### config.mk
export PLATFORM = sky130hd
export DESIGN_NAME = svmac_unit
export DESIGN_NICKNAME = d
export VERILOG_FILES = /design/src/rtl/svmac_pkg.sv /design/src/rtl/svmac_lane.sv /design/src/rtl/svmac_bsrc.sv /design/src/rtl/svmac_core.sv /design/src/rtl/svmac_unit.sv
export SDC_FILE = /design/constraint.sdc
export NUM_CORES = 1
export LEC_CHECK = 0
export CORE_AREA = 2 2 155 157
export CTS_BUF_LIST = sky130_fd_sc_hd__clkbuf_4 sky130_fd_sc_hd__clkbuf_8
export CTS_CLUSTER_DIAMETER = 120
export DETAILED_ROUTE_END_ITERATION = 7
export DIE_AREA = 0 0 157 159
export GPL_ROUTABILITY_DRIVEN = 1
export PLACE_DENSITY = 0.84
export SETUP_SLACK_MARGIN = 0.5
export SLEW_MARGIN = 25
export SYNTH_ARGS = -nofsm -noshare
export SYNTH_HDL_FRONTEND = slang
export SYNTH_SLANG_ARGS = --single-unit
### constraint.sdc
create_clock -name clk_i -period 2.9 [get_ports clk_i]
set_clock_uncertainty 0.2 [all_clocks]
set_input_delay 0.725 -clock clk_i [delete_from_list [all_inputs] [get_ports clk_i]]
set_output_delay 0.725 -clock clk_i [all_outputs]
set_load 0.02 [all_outputs]
### src/rtl/svmac_pkg.sv
package svmac_pkg;
  typedef enum logic [1:0] {
    HW_LO   = 2'd0,
    HW_HI   = 2'd1,
    HW_WORD = 2'd2,
    HW_RSVD = 2'd3
  } hw_sel_e;

  typedef enum logic [1:0] {
    SH_NONE  = 2'd0,
    SH_SMALL = 2'd1,
    SH_LARGE = 2'd2,
    SH_ALT   = 2'd3
  } shift_mode_e;
endpackage

### src/rtl/svmac_lane.sv
module svmac_lane
  import svmac_pkg::*;
#(
  parameter int DATA_W = 32,
  parameter int LANE_W = 8,
  localparam int NLANE = DATA_W / LANE_W,
  localparam int IDX_W = $clog2(NLANE),
  localparam int HALF_W = DATA_W / 2
) (
  input  logic [DATA_W-1:0] word_i,
  input  logic              chunk_i,
  input  hw_sel_e           hw_i,
  input  logic [IDX_W-1:0]  idx_i,
  output logic [DATA_W-1:0] op_o,
  output logic              err_o
);
  logic [NLANE-1:0][LANE_W-1:0] lanes;

  for (genvar g = 0; g < NLANE; g++) begin : g_lane
    assign lanes[g] = word_i[g*LANE_W +: LANE_W];
  end

  always_comb begin
    op_o  = '0;
    err_o = 1'b0;
    if (!chunk_i) begin
      op_o[LANE_W-1:0] = lanes[idx_i];
    end else begin
      unique case (hw_i)
        HW_LO:   op_o[HALF_W-1:0] = word_i[HALF_W-1:0];
        HW_HI:   op_o[HALF_W-1:0] = word_i[DATA_W-1:HALF_W];
        default: err_o = 1'b1;
      endcase
    end
  end

  always_comb begin
    p_byte_width_r1: assert (chunk_i || op_o[DATA_W-1:LANE_W] == '0);
    p_half_width_r2: assert (!chunk_i || op_o[DATA_W-1:HALF_W] == '0);
    p_err_zero_r4:   assert (!err_o || op_o == '0);
  end
endmodule

### src/rtl/svmac_bsrc.sv
module svmac_bsrc #(
  parameter int DATA_W = 32,
  parameter int IMM_W  = 16,
  localparam int EXT_W = DATA_W - IMM_W
) (
  input  logic              use_reg_i,
  input  logic              sgn_i,
  input  logic [DATA_W-1:0] lane_op_i,
  input  logic              lane_err_i,
  input  logic [IMM_W-1:0]  imm_i,
  output logic [DATA_W-1:0] op_o,
  output logic              err_o
);
  logic [DATA_W-1:0] imm_ext;

  assign imm_ext = {{EXT_W{imm_i[IMM_W-1] & sgn_i}}, imm_i};

  always_comb begin
    if (use_reg_i) begin
      op_o  = lane_op_i;
      err_o = lane_err_i;
    end else begin
      op_o  = imm_ext;
      err_o = 1'b0;
    end
  end

  always_comb begin
    p_imm_no_err_r5: assert (use_reg_i || !err_o);
    p_imm_zext_r5:   assert (use_reg_i || sgn_i || op_o[DATA_W-1:IMM_W] == '0);
  end
endmodule

### src/rtl/svmac_core.sv
module svmac_core
  import svmac_pkg::*;
#(
  parameter int DATA_W  = 32,
  parameter int SHIFT_S = 7,
  parameter int SHIFT_L = 15
) (
  input  logic [DATA_W-1:0] a_i,
  input  logic [DATA_W-1:0] b_i,
  input  logic [DATA_W-1:0] c_i,
  input  logic              sgn_i,
  input  shift_mode_e       mode_i,
  output logic [DATA_W-1:0] res_o
);
  logic [DATA_W-1:0] prod;
  logic [DATA_W-1:0] sum;
  logic [DATA_W-1:0] sh_s;
  logic [DATA_W-1:0] sh_l;

  // low word of the product is the same for either signedness
  assign prod = a_i * b_i;
  assign sum  = prod + c_i;
  assign sh_s = sgn_i ? DATA_W'($signed(sum) >>> SHIFT_S) : (sum >> SHIFT_S);
  assign sh_l = sgn_i ? DATA_W'($signed(sum) >>> SHIFT_L) : (sum >> SHIFT_L);

  always_comb begin
    unique case (mode_i)
      SH_SMALL: res_o = sh_s;
      SH_LARGE: res_o = sh_l;
      default:  res_o = sum;
    endcase
  end

  always_comb begin
    p_lsr_small_r7: assert (sgn_i || mode_i != SH_SMALL || res_o[DATA_W-1 -: SHIFT_S] == '0);
    p_lsr_large_r7: assert (sgn_i || mode_i != SH_LARGE || res_o[DATA_W-1 -: SHIFT_L] == '0);
  end
endmodule

### src/rtl/svmac_unit.sv
module svmac_unit
  import svmac_pkg::*;
#(
  parameter int DATA_W  = 32,
  parameter int IMM_W   = 16,
  parameter int LANE_W  = 8,
  parameter int SHIFT_S = 7,
  parameter int SHIFT_L = 15,
  localparam int IDX_W  = $clog2(DATA_W / LANE_W)
) (
  input  logic              clk_i,
  input  logic              rst_ni,
  input  logic              valid_i,
  input  logic [DATA_W-1:0] a_i,
  input  logic [DATA_W-1:0] b_i,
  input  logic [DATA_W-1:0] c_i,
  input  logic [IMM_W-1:0]  imm_i,
  input  logic              a_chunk_i,
  input  logic              a_signed_i,
  input  logic [1:0]        a_type_i,
  input  logic [IDX_W-1:0]  a_byte_i,
  input  logic              b_chunk_i,
  input  logic              b_signed_i,
  input  logic [1:0]        b_type_i,
  input  logic [IDX_W-1:0]  b_byte_i,
  input  logic              use_b_reg_i,
  input  logic [1:0]        shift_i,
  output logic [DATA_W-1:0] result_o,
  output logic              valid_o,
  output logic              err_o
);
  logic [1:0][DATA_W-1:0] src_w;
  logic [1:0]             src_chunk;
  hw_sel_e [1:0]          src_hw;
  logic [1:0][IDX_W-1:0]  src_idx;
  logic [1:0][DATA_W-1:0] lane_op;
  logic [1:0]             lane_err;

  assign src_w     = {b_i, a_i};
  assign src_chunk = {b_chunk_i, a_chunk_i};
  assign src_hw    = {hw_sel_e'(b_type_i), hw_sel_e'(a_type_i)};
  assign src_idx   = {b_byte_i, a_byte_i};

  for (genvar g = 0; g < 2; g++) begin : g_src
    svmac_lane #(.DATA_W(DATA_W), .LANE_W(LANE_W)) u_lane (
      .word_i (src_w[g]),
      .chunk_i(src_chunk[g]),
      .hw_i   (src_hw[g]),
      .idx_i  (src_idx[g]),
      .op_o   (lane_op[g]),
      .err_o  (lane_err[g])
    );
  end

  logic [DATA_W-1:0] op_b;
  logic              err_b;

  svmac_bsrc #(.DATA_W(DATA_W), .IMM_W(IMM_W)) u_bsrc (
    .use_reg_i (use_b_reg_i),
    .sgn_i     (b_signed_i),
    .lane_op_i (lane_op[1]),
    .lane_err_i(lane_err[1]),
    .imm_i     (imm_i),
    .op_o      (op_b),
    .err_o     (err_b)
  );

  logic [DATA_W-1:0] res_d;

  svmac_core #(.DATA_W(DATA_W), .SHIFT_S(SHIFT_S), .SHIFT_L(SHIFT_L)) u_core (
    .a_i   (lane_op[0]),
    .b_i   (op_b),
    .c_i   (c_i),
    .sgn_i (a_signed_i | b_signed_i),
    .mode_i(shift_mode_e'(shift_i)),
    .res_o (res_d)
  );

  always_ff @(posedge clk_i or negedge rst_ni) begin
    if (!rst_ni) begin
      valid_o  <= 1'b0;
      result_o <= '0;
      err_o    <= 1'b0;
    end else begin
      valid_o <= valid_i;
      if (valid_i) begin
        result_o <= res_d;
        err_o    <= lane_err[0] | err_b;
      end
    end
  end

  p_valid_rise_r8: assert property (@(posedge clk_i) disable iff (!rst_ni)
    valid_i |=> valid_o);
  p_valid_fall_r8: assert property (@(posedge clk_i) disable iff (!rst_ni)
    !valid_i |=> !valid_o);
  p_hold_r9: assert property (@(posedge clk_i) disable iff (!rst_ni)
    !valid_i |=> ($stable(result_o) && $stable(err_o)));
  p_err_cause_r4: assert property (@(posedge clk_i) disable iff (!rst_ni)
    (valid_i && !a_chunk_i && (!use_b_reg_i || !b_chunk_i)) |=> !err_o);
endmodule

==> results.py, run 1 <==
metrics = {
    "run_status": {
        "status": "did not finish",
        "stop_stage": "global routing",
        "firstError": "[ERROR GRT-0232] Routing congestion too high. Check the congestion heatmap in the GUI.",
    },
    "synth": {
        "syn_area_sq_mm": 0.0138,
        "synth-warning-count": 0,
        "ys_ff_latch": 34,
        "async_flop_share_pct": 100,
        "yosysSeqAreaShare_pct": 6.15,
        "yosysUniqueCellTypes": 63,
        "syn_avg_cell_area_sq_um": 8.59,
        "synth_edf_count": 0,
        "synthCells": 1611,
        "syn_nets": 2112,
        "synthFlopType": "dfrtp_1",
    },
    "placed_design": {
        "io_buffer_count": 163,
        "gp_congestion": 0.975,
        "hpwl_um": 38400,
        "placedCellCount": 2316,
    },
    "die": {
        "boundaryPins": 164,
        "die_w_um": 157,
        "rows": 56,
        "die_height_um": 159,
        "initial_utilization_pct": 59.7,
    },
    "clocking": {
        "clock-root-buffer": "clkbuf_8",
        "clock_sinks": 34,
        "clock_path_buffers": 2,
        "cts_buffers": 5,
        "ctsHtreeMaxLevel": 2,
    },
    "timing": {
        "worstEndpointType": "register input",
        "worst_endpoint": "result_o[9]$_DFFE_PN0P_/D",
    },
    "global_routing": {
        "grt_max_degree": 35,
        "grt-ovfl-total": 3,
        "grtUsageTotal_pct": 64.9,
    },
}
==> kinds of logic after synthesis <==
family / after synthesis / synth area share (%)
AND/OR/NAND/NOR: 418 / 12.8
multiplexers: 52 / 5.27
AO/OA/AOI/OAI: 210 / 10.4
buffers and inverters: 491 / 13.4
adder cells (fa/ha/maj): 371 / 49.8
XOR/XNOR: 35 / 2.21
flip-flops: 34 / 6.15
==> cell usage after synthesis, types with 3 or more instances <==
cell | number | area share, %
inv_1 | 420 | 11
fa_1 | 300 | 43
nand2_1 | 194 | 5.3
nor2_1 | 127 | 3.4
ha_1 | 71 | 6.4
clkbuf_1 | 55 | 1.5
a21oi_1 | 50 | 1.8
dfrtp_1 | 34 | 6.1
mux2i_1 | 32 | 2.3
o21ai_0 | 27 | 0.98
nor3_1 | 26 | 0.94
xnor2_1 | 26 | 1.6
mux4_2 | 16 | 2.6
o22ai_1 | 16 | 0.72
and2_1 | 15 | 0.68
nand2b_1 | 15 | 0.68
nand3_1 | 15 | 0.54
a21o_1 | 14 | 0.76
o221ai_1 | 11 | 0.70
o21a_1 | 10 | 0.54
o2bb2ai_1 | 10 | 0.63
o21ai_1 | 9 | 0.33
xor2_1 | 9 | 0.57
a211oi_1 | 8 | 0.43
a31oi_1 | 8 | 0.36
a221oi_1 | 7 | 0.44
buf_2 | 7 | 0.25
o211ai_1 | 7 | 0.38
and3_1 | 5 | 0.23
buf_1 | 5 | 0.14
a211o_1 | 4 | 0.25
nand4_1 | 4 | 0.18
o31ai_1 | 4 | 0.22
or3_1 | 4 | 0.18
a31o_2 | 3 | 0.19
mux2_2 | 3 | 0.24
nor2b_1 | 3 | 0.14
nor4_1 | 3 | 0.14
==> stage by stage <==
step           instance area (sq um)  worst slack, ns  hold slack, ns  setup TNS, ns  utilization [%]
4_1_cts                        19900            -4.38           0.294        -136.80             85.6
3_5_place_dp                   18300            -5.27           0.274        -165.21             79.0
3_3_place_gp                   18300            -5.22           0.287        -160.97             79.0
2_1_floorplan                  14500            -4.31           0.229        -132.27                -
==> routing by layer <==
| metal | track usage (%) | GRT overflow |
|---|---|---|
| met1 | 63.9 | 0 |
| met5 | 11.5 | 0 |
| met2 | 84.2 | 1 |
| met3 | 47.1 | 1 |
| met4 | 65.5 | 1 |
==> timing repair <==
action / 4_1_cts
hold buffers: 0
pin swaps: 134
buffers inserted: 72
resized for setup: 323
setup endpoints to repair: 32
gates cloned: 1
hold endpoints to repair: 0
==> inputs of run 2 (changes only) <==
- CORE_AREA: 2 2 155 157 -> 2 2 190 192
- CTS_BUF_LIST: sky130_fd_sc_hd__clkbuf_4 sky130_fd_sc_hd__clkbuf_8 -> unset
- CTS_CLUSTER_DIAMETER: 120 -> unset
- DIE_AREA: 0 0 157 159 -> 0 0 192 194
- PLACE_DENSITY: 0.84 -> unset
- PLACE_DENSITY_LB_ADDON: unset -> 0.15
- SETUP_SLACK_MARGIN: 0.5 -> unset
==> run 2 against run 1 <==
Compared with the run above:
- the flow now finishes, with violations (negative setup slack)
- area after synthesis did not move
- synthesized cell count stayed put
==> results.py, run 2 <==
metrics = {
    "finish": {
        "regMostFlops": "result_o",
        "most-common-layout-cells": "inv_1 (384), buf_4 (323), fa_1 (273)",
        "final_nets": 2610,
        "top_regs": "result_o x32, err_o x1, valid_o x1",
        "largest_register_ffs": 32,
        "drive_above_1_share_pct": 33.5,
        "fin_util_pct": 59.7,
        "syn2layout_area_growth_pct": 51.8,
        "layout.cells.most_common": "inv_1",
        "insertedDiodeCount": 0,
    },
    "power": {
        "internal_power_uw": 13700,
        "leakage_uw": 0.0103,
        "powerDensity_mw_per_mm2": 1260,
        "power_switching_uw": 12900,
        "combPwrFrac_pct": 94.0,
        "peakVddDrop_v": 0.00149,
        "sw_frac_of_total_pct": 48.5,
        "seq_power_share_pct": 3.3,
        "power.share.clock_pct": 2.7,
    },
    "timing": {
        "finalSetupViolCount": 32,
        "rsz0062_at_grt": "true",
        "tightest_slew_ns": 0.462,
        "final.period_utilization_pct": 253,
        "maxSlewViolCount": 0,
        "final.setup.tns_ns": -137.92,
        "slew_headroom_pct": 69.2,
        "finalHoldViolCount": 0,
        "layout_min_cycle_time_ns": 7.34,
        "fmax_ghz": 0.136,
        "final.setup.worst_slack_ns": -4.44,
    },
    "critical_path": {
        "critPathRequiredTime_ns": 2.85,
        "arrival_ns": 7.29,
        "reg2reg_setup_slack_ns": 1.70,
        "r2r_start": "result_o[9]$_DFFE_PN0P_",
        "worstRegToRegCells": 2,
        "path_class": "input pin to flop",
        "r2r-end": "result_o[9]$_DFFE_PN0P_",
        "start_kind": "input pin",
        "crit_fanout": 9,
        "endpoint_kind": "flop",
    },
    "placed_design": {
        "hpwl_um": 38400,
        "gp_congestion": 0.923,
        "io_buffer_count": 163,
    },
    "global_routing": {
        "grt_max_degree": 35,
        "grt_pass1_vias": 13900,
        "grt_pass1_wl_um": 74100,
        "grtUsageTotal_pct": 25.7,
        "met1_usage_pct": 35.3,
        "grt-ovfl-total": 0,
        "grt.busiest_layer": "met2",
        "antenna_found_initial": 0,
        "grt_use_met2_pct": 44.6,
        "use_met3_pct": 2.52,
    },
    "clocking": {
        "clock_sinks": 34,
        "cts_hold_buf": 0,
        "clk_latency_ns": 0.28,
        "cts_buffers": 5,
        "clock-root-buffer": "clkbuf_16",
        "cts_tree": "yes",
        "clock_path_buffers": 2,
        "path_clk_slew_ns": 0.06,
        "ctsHtreeMaxLevel": 2,
    },
    "drt": {
        "routed_wl_um": 45800,
        "drt-initial-drc-count": 637,
        "drc": 0,
        "wl_per_cell_um": 17.8,
        "viasPerCell": 4.99,
        "via_count": 12800,
        "ant_nets": 0,
        "drtPass1Iterations": 5,
    },
    "die": {
        "die_w_um": 192,
        "rows": 69,
        "boundaryPins": 164,
        "dieArea_sq_mm": 0.0372,
        "die_height_um": 194,
        "initial_utilization_pct": 39.3,
        "coreArea_sq_mm": 0.0352,
    },
    "synth": {
        "synth_top_area_share_pct": 43.4,
        "synth_common_cells": "inv_1 (420), fa_1 (300), nand2_1 (194)",
        "synth_edf_count": 0,
        "syn_nets": 2112,
        "yosysUniqueCellTypes": 63,
        "synth-warning-count": 0,
        "synth.most_common_cell": "inv_1",
        "ys_ff_latch": 34,
        "yosysSeqAreaShare_pct": 6.15,
        "async_flop_share_pct": 100,
        "synthFlopType": "dfrtp_1",
        "synthCells": 1611,
        "yosys.area.top_type": "fa_1",
        "syn_avg_cell_area_sq_um": 8.59,
        "synth_area_leaders": "fa_1 (43%), inv_1 (11%), ha_1 (6.4%), dfrtp_1 (6.1%), nand2_1 (5.3%)",
        "syn_area_sq_mm": 0.0138,
    },
    "worst_hold_path": {
        "min_path_type": "flop to flop",
        "min_path_cells": 1,
        "holdCritStartpoint": "result_o[11]$_DFFE_PN0P_",
        "holdPathEnd": "result_o[11]$_DFFE_PN0P_",
    },
    "run_status": {
        "status": "complete, but fails checks",
        "violations": "negative setup slack",
    },
    "job": {
        "cap_viol_max_count": 0,
    },
}
==> run 2: cell families (layout without fill, tap and decap cells) <==
group,count (synthesis),in the layout,synth area share [%]
compound gates,210,210,10.4
xor+xnor,35,35,2.21
fa+ha+maj,371,371,49.8
buf+inv,491,989,13.4
flops,34,34,6.15
mux,52,52,5.27
simple gates,418,419,12.8
==> run 2: routing by layer <==
| layer | share of wire [%] | up-vias |
|---|---|---|
| met5 | 0 | - |
| met4 | 2.1 | 0 |
| met3 | 5.2 | 50 |
| met2 | 50 | 333 |
| met1 | 43 | 6500 |
| li1 | - | 5935 |
==> run 2: cell type report <==
cell class	count	area (sq um)
Clock buffer	5	125
Clock inverter	3	68.8
Fill cell	3049	14200
Inverter	422	1590
Multi-Input combinational cell	1087	12700
Sequential cell	34	851
Tap cell	461	577
Timing Repair Buffer	559	5090
==> run 2: worst max path at each step <==
stage	start	endpoint	cells past startpoint
5_1_grt	a_chunk_i	result_o[17]$_DFFE_PN0P_	32
2_1_floorplan	a_byte_i[1]	result_o[23]$_DFFE_PN0P_	27
3_3_place_gp	a_byte_i[1]	result_o[25]$_DFFE_PN0P_	29
3_5_place_dp	a_byte_i[1]	result_o[23]$_DFFE_PN0P_	27
4_1_cts	b_byte_i[1]	result_o[17]$_DFFE_PN0P_	29
6_report	a_i[3]	result_o[17]$_DFFE_PN0P_	27
==> run 2: repair_timing <==
item | CTS | global route
setup endpoints to repair | 32 | 32
pin swaps | 134 | 110
cloned | 3 | 0
gates resized for setup | 298 | 130
endpoints found under the hold margin | 0 | 0
buffers inserted | 78 | 23
==> run 2: through the flow <==
stage / instance area, sq um / hold WS [ns] / total power [uW] / std cells / setup WS [ns]
3_3_place_gp: 18700 / 0.287 / 20200 / 2469 / -5.22
3_5_place_dp: 18700 / 0.277 / 20200 / 2469 / -5.32
4_1_cts: 20500 / 0.293 / 25000 / 2552 / -4.43
6_report: 21000 / 0.298 / 26600 / 2571 / -4.44
2_1_floorplan: 14500 / 0.229 / 12100 / 1611 / -4.31
5_1_grt: 21000 / 0.310 / 28800 / 2571 / -4.65
==> run 2: critical path: stages <==
cell,delay (ns)
clkdlybuf4s50_1,0.42
mux4_2,0.47
nand2_2,0.10
o21ai_4,0.07
buf_6,0.15
nand2_1,0.09
fa_1,0.46
fa_2,0.49
fa_1,0.52
inv_2,0.04
fa_1,0.48
fa_1,0.51
inv_1,0.05
fa_1,0.49
inv_2,0.04
ha_4,0.28
buf_12,0.10
nand3_4,0.07
buf_6,0.13
nor4_4,0.28
a211o_1,0.14
o21bai_4,0.13
o211ai_1,0.14
or3_4,0.44
a31oi_4,0.24
buf_6,0.15
o22ai_2,0.07
==> run 2: power by group through the flow <==
| stage | sequential, uW | clock [uW] | combinational (uW) |
|---|---|---|---|
| 2_1_floorplan | 1130 | 0 | 11000 |
| 3_3_place_gp | 893 | 0 | 19300 |
| 3_5_place_dp | 893 | 0 | 19300 |
| 4_1_cts | 888 | 715 | 23400 |
| 5_1_grt | 915 | 738 | 27100 |
| 6_report | 886 | 713 | 25000 |
(Power assumes the default switching activity.)
